File: src/rtl/lpcmon_pkg.sv
`timescale 1ns/1ps
package lpcmon_pkg;

    typedef enum logic [2:0] {
        S_IDLE,
        S_START,
        S_ADDR,
        S_TAR1,
        S_SYNC,
        S_DATA,
        S_TAR2
    } mon_state_e;

    typedef enum logic [1:0] {
        CK_OK,
        CK_BAD,
        CK_UNSUP
    } kind_class_e;

    typedef struct packed {
        logic clr;
        logic addr_en;
        logic lo_en;
        logic hi_en;
    } asm_ctrl_t;

    localparam logic [3:0] START_TARGET = 4'b0000;
    localparam logic [3:0] START_STOP   = 4'b1111;
    localparam logic [3:0] TAR_IDLE     = 4'b1111;
    localparam logic [3:0] SYNC_READY   = 4'b0000;
    localparam logic [3:0] SYNC_SHORT   = 4'b0101;
    localparam logic [3:0] SYNC_LONG    = 4'b0110;
    localparam logic [3:0] SYNC_FAULT   = 4'b1010;

    localparam int WARN_START = 0;
    localparam int WARN_KIND  = 1;
    localparam int WARN_TAR   = 2;
    localparam int WARN_SYNC  = 3;
    localparam int N_WARN     = 4;

    function automatic kind_class_e classify_kind(input logic [3:0] n);
        if (n[0] || n[3:2] == 2'b11) return CK_BAD;
        if (n[3])                    return CK_UNSUP;
        return CK_OK;
    endfunction

    function automatic logic kind_is_io(input logic [3:0] n);
        return n[3:2] == 2'b00;
    endfunction

endpackage

File: src/rtl/lpcmon_asm.sv
`timescale 1ns/1ps
module lpcmon_asm
    import lpcmon_pkg::*;
#(
    parameter int MEM_NIBS = 8
) (
    input  logic                    clk,
    input  logic                    rst,
    input  logic [3:0]              lad,
    input  asm_ctrl_t               ctrl,
    output logic [4*MEM_NIBS-1:0]   addr_o,
    output logic [7:0]              data_o
);
    localparam int ADDR_W = 4 * MEM_NIBS;
    localparam int LANES  = 2;

    logic [ADDR_W-1:0] addr_q;
    logic [7:0]        data_q;
    logic [LANES-1:0]  lane_en;

    assign lane_en = {ctrl.hi_en, ctrl.lo_en};

    // Address nibbles enter at the bottom, so the first one ends up highest.
    always_ff @(posedge clk) begin
        if (rst || ctrl.clr) begin
            addr_q <= '0;
        end else if (ctrl.addr_en) begin
            addr_q <= {addr_q[ADDR_W-5:0], lad};
        end
    end

    // Data lanes: lane 0 is the low nibble, written first.
    always_ff @(posedge clk) begin
        if (rst || ctrl.clr) begin
            data_q <= '0;
        end else begin
            for (int g = 0; g < LANES; g++) begin
                if (lane_en[g]) data_q[g*4 +: 4] <= lad;
            end
        end
    end

    p_lanes_exclusive_r10: assert property (@(posedge clk) disable iff (rst)
        !(ctrl.lo_en && ctrl.hi_en))
        else $error("p_lanes_exclusive_r10");

    p_low_lane_first_r10: assert property (@(posedge clk) disable iff (rst)
        ctrl.lo_en |=> (data_o[3:0] == $past(lad)))
        else $error("p_low_lane_first_r10");

    assign addr_o = addr_q;
    assign data_o = data_q;

endmodule

File: src/rtl/lpcmon_seq.sv
`timescale 1ns/1ps
module lpcmon_seq
    import lpcmon_pkg::*;
#(
    parameter int IO_NIBS  = 4,
    parameter int MEM_NIBS = 8
) (
    input  logic              clk,
    input  logic              rst,
    input  logic              frame_n,
    input  logic [3:0]        lad,
    output asm_ctrl_t         ctrl,
    output logic              done_o,
    output logic              err_o,
    output logic [3:0]        start_o,
    output logic [3:0]        kind_o,
    output logic              abort_o,
    output logic              unsup_o,
    output logic [N_WARN-1:0] warn_o,
    output logic [1:0]        tar_pos_o
);
    localparam int CNT_W = $clog2(MEM_NIBS + 1);

    mon_state_e        state_q, state_d;
    logic [CNT_W-1:0]  cnt_q, cnt_d;
    logic [3:0]        start_q, start_d;
    logic [3:0]        kind_q, kind_d;
    logic [1:0]        tpos_q, tpos_d;
    logic              abort_q, abort_d;
    logic              unsup_q, unsup_d;
    logic              done_q, done_d;
    logic              err_q, err_d;
    logic [N_WARN-1:0] warn_q, warn_d;
    logic              in_body;

    assign in_body = (state_q != S_IDLE) && (state_q != S_START);

    always_comb begin
        state_d = state_q;
        cnt_d   = cnt_q;
        start_d = start_q;
        kind_d  = kind_q;
        tpos_d  = tpos_q;
        abort_d = 1'b0;
        unsup_d = 1'b0;
        done_d  = 1'b0;
        err_d   = 1'b0;
        warn_d  = '0;
        ctrl    = '0;

        if (in_body && !frame_n) begin
            abort_d = 1'b1;
            start_d = lad;
            state_d = S_START;
        end else begin
            unique case (state_q)
                S_IDLE: begin
                    if (!frame_n) begin
                        start_d = lad;
                        state_d = S_START;
                    end
                end
                S_START: begin
                    if (!frame_n) begin
                        if (lad != start_q) warn_d[WARN_START] = 1'b1;
                        start_d = lad;
                    end else if (start_q == START_STOP) begin
                        abort_d = 1'b1;
                        state_d = S_IDLE;
                    end else if (start_q != START_TARGET) begin
                        unsup_d = 1'b1;
                        state_d = S_IDLE;
                    end else begin
                        unique case (classify_kind(lad))
                            CK_OK: begin
                                kind_d   = lad;
                                ctrl.clr = 1'b1;
                                cnt_d    = kind_is_io(lad) ? CNT_W'(IO_NIBS - 1)
                                                           : CNT_W'(MEM_NIBS - 1);
                                state_d  = S_ADDR;
                            end
                            CK_BAD: begin
                                warn_d[WARN_KIND] = 1'b1;
                                state_d = S_IDLE;
                            end
                            default: begin
                                unsup_d = 1'b1;
                                state_d = S_IDLE;
                            end
                        endcase
                    end
                end
                S_ADDR: begin
                    ctrl.addr_en = 1'b1;
                    if (cnt_q == '0) begin
                        state_d = S_TAR1;
                    end else begin
                        cnt_d = cnt_q - 1'b1;
                    end
                end
                S_TAR1, S_TAR2: begin
                    if (lad != TAR_IDLE) begin
                        warn_d[WARN_TAR] = 1'b1;
                        tpos_d = {state_q == S_TAR2, cnt_q[0]};
                    end
                    if (cnt_q[0]) begin
                        cnt_d = '0;
                        if (state_q == S_TAR1) begin
                            state_d = S_SYNC;
                        end else begin
                            done_d  = 1'b1;
                            state_d = S_IDLE;
                        end
                    end else begin
                        cnt_d = CNT_W'(1);
                    end
                end
                S_SYNC: begin
                    if (lad == SYNC_READY) begin
                        cnt_d   = '0;
                        state_d = S_DATA;
                    end else if (lad == SYNC_FAULT) begin
                        done_d  = 1'b1;
                        err_d   = 1'b1;
                        state_d = S_IDLE;
                    end else if (lad != SYNC_SHORT && lad != SYNC_LONG) begin
                        warn_d[WARN_SYNC] = 1'b1;
                    end
                end
                S_DATA: begin
                    if (cnt_q == '0) begin
                        ctrl.lo_en = 1'b1;
                        cnt_d = CNT_W'(1);
                    end else begin
                        ctrl.hi_en = 1'b1;
                        cnt_d = '0;
                        state_d = S_TAR2;
                    end
                end
                default: state_d = S_IDLE;
            endcase
        end
    end

    always_ff @(posedge clk) begin
        if (rst) begin
            state_q <= S_IDLE;
            cnt_q   <= '0;
            start_q <= '0;
            kind_q  <= '0;
            tpos_q  <= '0;
            abort_q <= 1'b0;
            unsup_q <= 1'b0;
            done_q  <= 1'b0;
            err_q   <= 1'b0;
            warn_q  <= '0;
        end else begin
            state_q <= state_d;
            cnt_q   <= cnt_d;
            start_q <= start_d;
            kind_q  <= kind_d;
            tpos_q  <= tpos_d;
            abort_q <= abort_d;
            unsup_q <= unsup_d;
            done_q  <= done_d;
            err_q   <= err_d;
            warn_q  <= warn_d;
        end
    end

    p_frame_restart_r11: assert property (@(posedge clk) disable iff (rst)
        (in_body && !frame_n) |=> (abort_q && state_q == S_START))
        else $error("p_frame_restart_r11");

    p_stop_code_r4: assert property (@(posedge clk) disable iff (rst)
        (state_q == S_START && frame_n && start_q == START_STOP)
            |=> (abort_q && state_q == S_IDLE && !done_q))
        else $error("p_stop_code_r4");

    p_sync_wait_r8: assert property (@(posedge clk) disable iff (rst)
        (state_q == S_SYNC && frame_n && (lad == SYNC_SHORT || lad == SYNC_LONG))
            |=> (state_q == S_SYNC && !done_q))
        else $error("p_sync_wait_r8");

    p_sync_fault_r9: assert property (@(posedge clk) disable iff (rst)
        (state_q == S_SYNC && frame_n && lad == SYNC_FAULT) |=> (done_q && err_q))
        else $error("p_sync_fault_r9");

    p_single_record_r10: assert property (@(posedge clk) disable iff (rst)
        done_q |=> !done_q)
        else $error("p_single_record_r10");

    p_no_abort_with_record_r11: assert property (@(posedge clk) disable iff (rst)
        !(abort_q && done_q))
        else $error("p_no_abort_with_record_r11");

    assign done_o    = done_q;
    assign err_o     = err_q;
    assign start_o   = start_q;
    assign kind_o    = kind_q;
    assign abort_o   = abort_q;
    assign unsup_o   = unsup_q;
    assign warn_o    = warn_q;
    assign tar_pos_o = tpos_q;

endmodule

File: src/rtl/lpcmon_top.sv
`timescale 1ns/1ps
module lpcmon_top
    import lpcmon_pkg::*;
#(
    parameter int IO_NIBS  = 4,
    parameter int MEM_NIBS = 8
) (
    input  logic                  clk,
    input  logic                  rst,
    input  logic                  frame_n,
    input  logic [3:0]            lad,
    output logic                  rec_valid,
    output logic                  rec_err,
    output logic [3:0]            rec_start,
    output logic [3:0]            rec_ctype,
    output logic [4*MEM_NIBS-1:0] rec_addr,
    output logic [7:0]            rec_data,
    output logic                  abort_seen,
    output logic                  unsupported_seen,
    output logic [3:0]            warn,
    output logic [1:0]            warn_tar_pos
);
    localparam int ADDR_W    = 4 * MEM_NIBS;
    localparam int IO_ADDR_W = 4 * IO_NIBS;

    asm_ctrl_t ctrl;

    lpcmon_seq #(
        .IO_NIBS  (IO_NIBS),
        .MEM_NIBS (MEM_NIBS)
    ) u_seq (
        .clk       (clk),
        .rst       (rst),
        .frame_n   (frame_n),
        .lad       (lad),
        .ctrl      (ctrl),
        .done_o    (rec_valid),
        .err_o     (rec_err),
        .start_o   (rec_start),
        .kind_o    (rec_ctype),
        .abort_o   (abort_seen),
        .unsup_o   (unsupported_seen),
        .warn_o    (warn),
        .tar_pos_o (warn_tar_pos)
    );

    lpcmon_asm #(
        .MEM_NIBS (MEM_NIBS)
    ) u_asm (
        .clk    (clk),
        .rst    (rst),
        .lad    (lad),
        .ctrl   (ctrl),
        .addr_o (rec_addr),
        .data_o (rec_data)
    );

    generate
        if (IO_ADDR_W < ADDR_W) begin : g_io_width_chk
            p_io_addr_narrow_r5: assert property (@(posedge clk) disable iff (rst)
                (rec_valid && kind_is_io(rec_ctype))
                    |-> (rec_addr[ADDR_W-1:IO_ADDR_W] == '0))
                else $error("p_io_addr_narrow_r5");
        end
    endgenerate

    p_record_is_target_r2: assert property (@(posedge clk) disable iff (rst)
        rec_valid |-> (rec_start == START_TARGET))
        else $error("p_record_is_target_r2");

endmodule

File: config.mk
export PLATFORM = sky130hd
export DESIGN_NAME = lpcmon_top
export DESIGN_NICKNAME = d
export VERILOG_FILES = /design/src/rtl/lpcmon_pkg.sv /design/src/rtl/lpcmon_asm.sv /design/src/rtl/lpcmon_seq.sv /design/src/rtl/lpcmon_top.sv
export SDC_FILE = /design/constraint.sdc
export NUM_CORES = 1
export LEC_CHECK = 0
export BUFFER_PORTS_ARGS = -buffer_cell sky130_fd_sc_hd__buf_2
export CAP_MARGIN = 20
export CORE_MARGIN = 2
export CORE_UTILIZATION = 54
export CTS_BUF_LIST = sky130_fd_sc_hd__clkbuf_8
export CTS_CLUSTER_SIZE = 30
export DETAILED_ROUTE_END_ITERATION = 8
export GPL_TIMING_DRIVEN = 0
export PLACE_DENSITY = 0.8
export SYNTH_ARGS = -nofsm -noshare
export SYNTH_HDL_FRONTEND = slang
export SYNTH_SLANG_ARGS = --single-unit
File: constraint.sdc
create_clock -name clk -period 2.4 [get_ports clk]
set_input_delay 0.12 -clock clk [delete_from_list [all_inputs] [get_ports clk]]
set_output_delay 0.12 -clock clk [all_outputs]
set_load 0.1 [all_outputs]
==> flow_summary.ini <==
[synth]
synth_adder_area_share = 0.00907
syn_nets = 350
synth_mux_area_frac = 0.0580
synth_cell_type_count = 44
synth_compound_area_frac = 0.156
async_reset_ff_frac = 0
synthCells = 341
synthTopCellsByArea = dfxtp_1 47%, nand2_1 10%, a21oi_1 8.3%
synth_top_family_by_area = simple AND/OR/NAND/NOR gates
yosysTopAreaCellShare = 0.472
synth-xor-area-share = 0.0159
yosys.area_share.simple = 0.242
synth-seq-cells = 65
synth_top_area_cell = dfxtp_1
seq_area_frac_synth = 0.472
synthFlopType = dfxtp_1
synth.avg_cell_area_um2 = 8.09
synth_edf_count = 0
synth_warnings = 0
synthesis.area_um2 = 2760

[place]
place_area_um2 = 3150
portBuffers = 59
place.gp.congestion = 0.958
dp_cells = 470
dpl.hpwl_mm = 4.62

[clocking]
hold_buffers = 0
cts_tree = built
clk_pin_slew_ns = 0.07
clockBufferDepth = 2
cts-buffers-inserted = 9
htree_levels = 3
clock_latency_ns = 0.34
clockRootBuffer = clkbuf_8
cts_sinks = 65

[floorplanning]
die_x_um = 75.5
start_util = 0.551
num_rows = 26
die_y_um = 75.5
ios = 65
dieArea_um2 = 5700
core-area_um2 = 5010

[grt]
grt_pass1_vias = 2170
antenna_found_initial = 0
grt_pass1_wl_mm = 10.3
grt_use_met3 = 0.0741
grt_overflow = 0
grt_util_met1 = 0.347
grt_usage = 0.243
met2_usage = 0.351
grt_max_degree = 12
busiest_layer = met2

[worst_setup_path]
start_kind = register
cp_slowest_stage_delay_ns = 0.51
critPathCaptureType = register
cp.required_ns = 2.62
crit_buf_inv = 2
path_class = reg2reg
cpLargestDelayFamily = simple AND/OR/NAND/NOR gates
critPathSlowestCell = dfxtp_1
crit_fanout = 9
cp.arrival_ns = 2.46
crit_chain = inv_1, ha_1, or3b_2, a21boi_0, nor4_4, buf_4, mux2i_1, nor2_1

[timing]
worst_pin_slew_ns = 0.782
rsz0062_at_grt = false
finalCritPeriodShare = 0.932
fmax_mhz = 447
fin_setup_tns_ns = 0
setup_viol = 0
hold_violations = 0
maxSlewViolCount = 0
clock_skew_ns = 0.00573
min_period_ns = 2.24
slew_headroom = 0.474

[finish]
mostFrequentLayoutCells = 75 x nand2_1, 61 x dfxtp_1, 59 x buf_2
fin_cells = 488
syn_to_final_growth_pct = 22.1
postLayoutCellArea_um2 = 3370
layout-drive-gt1-share = 0.213
num-nets-final = 422
diodes = 0
filler_cell_count = 467
final_common_cell = nand2_1

[flow_run]
drv_cap = 0

[min_path]
hold_class = in2reg

[detailed_routing]
drcViolationCount = 0
vias_per_cell = 5.26
drt_first_pass_iters = 7
routedWlPerCell_um = 13.6
drtAntennaViolNets = 0
drt-total-wl_mm = 6.63
drtIter0Drc = 248
via_count = 2567

[power_and_ir_drop]
irDropWorstVdd_mv = 0.520
powerDensity_nw_per_um2 = 661
power.leakage_nw = 1.38

[outcome]
outcome = finished clean
## layer usage
metal / routed length, µm / vias to the layer above
li1: - / 1310
met1: 3100 / 1167
met2: 2990 / 75
met3: 413 / 15
met4: 121 / 0
met5: 0 / -
## worst register-to-register path: stages, from the launching register on
cell	delay, ns
dfxtp_1	0.51
inv_1	0.11
ha_1	0.22
or3b_2	0.24
a21boi_0	0.16
nor4_4	0.47
buf_4	0.19
mux2i_1	0.17
nor2_1	0.05
## cells in the mapped netlist (all sizes together) (5+ instances only)
cell type,count
a21oi,46
clkbuf,25
dfxtp,65
inv,5
mux2i,16
nand2,75
nand2b,5
nor2,33
nor3,6
nor4,7
o21ai,7
xor2,5
## power breakdown
part / total (mW) / internal, mW / switching [mW]
Combinational: 0.208 / 0.0573 / 0.151
Sequential: 1.10 / 1.09 / 0.00961
Clock: 0.918 / 0.500 / 0.418
## path summary, 6_finish.rpt
kind                            slack, ns  cells after the start               end        startpoint
worst max-delay path                 0.16                      8    u_seq.cnt_q[0]    u_seq.cnt_q[0]
worst min register to register       0.46                      2  u_asm.addr_o[29]  u_asm.addr_o[29]
worst max register to register       0.16                      8    u_seq.cnt_q[0]    u_seq.cnt_q[0]
worst min-delay path                 0.16                      2  u_seq.state_q[0]               rst
## layout make-up
type / instances / area (µm²) / share of cell area
clock buffers: 10 / 138 / 0.0409
flip-flops and latches: 65 / 1310 / 0.388
multi-input cells: 241 / 1330 / 0.395
well taps: 70 / 87.6 / 0.0260
repair buffers: 62 / 318 / 0.0944
inverters: 6 / 22.5 / 0.00669
plain buffers: 28 / 106 / 0.0316
clock inverters: 6 / 58.8 / 0.0175
## what timing repair did
action                     CTS  global route
pin swaps                    0             1
setup endpoints to repair    1            30
hold endpoints to repair     0             0
resized for setup            1             3
setup buffers                0             3
## registers in the layout, summed over array words and instances (netlist names)
name	cells
u_asm.data_o	8
u_asm.addr_o	32
u_seq.err_o	1
u_seq.state_q	3
u_seq.tar_pos_o	2
u_seq.cnt_q	4
u_seq.warn_o	4
u_seq.abort_o	1
u_seq.unsup_o	1
u_seq.start_o	4
u_seq.done_o	1
u_seq.kind_o	4
## logic make-up (layout without fill, tap and decap cells)
| family | count (synthesis) | count (layout) |
|---|---|---|
| adder cells (fa/ha/maj) | 2 | 2 |
| XOR/XNOR | 5 | 5 |
| buffers and inverters | 35 | 112 |
| AND/OR/NAND/NOR | 146 | 146 |
| flip-flops | 65 | 65 |
| multiplexers | 16 | 16 |
| AO/OA/AOI/OAI | 72 | 72 |
## stage by stage
step                total power, mW  utilization  hold WS, ns  worst slack (ns)
finish                         2.23        0.672        0.165             0.163
global route                   2.31        0.672        0.156            0.0281
detailed placement             1.32        0.628        0.450            0.0808
CTS                            2.23        0.668        0.155            0.0668
global placement               1.32        0.628        0.443             0.107
floorplan                      1.28            -        0.402             0.130
Power figures use the tool's default switching activity.
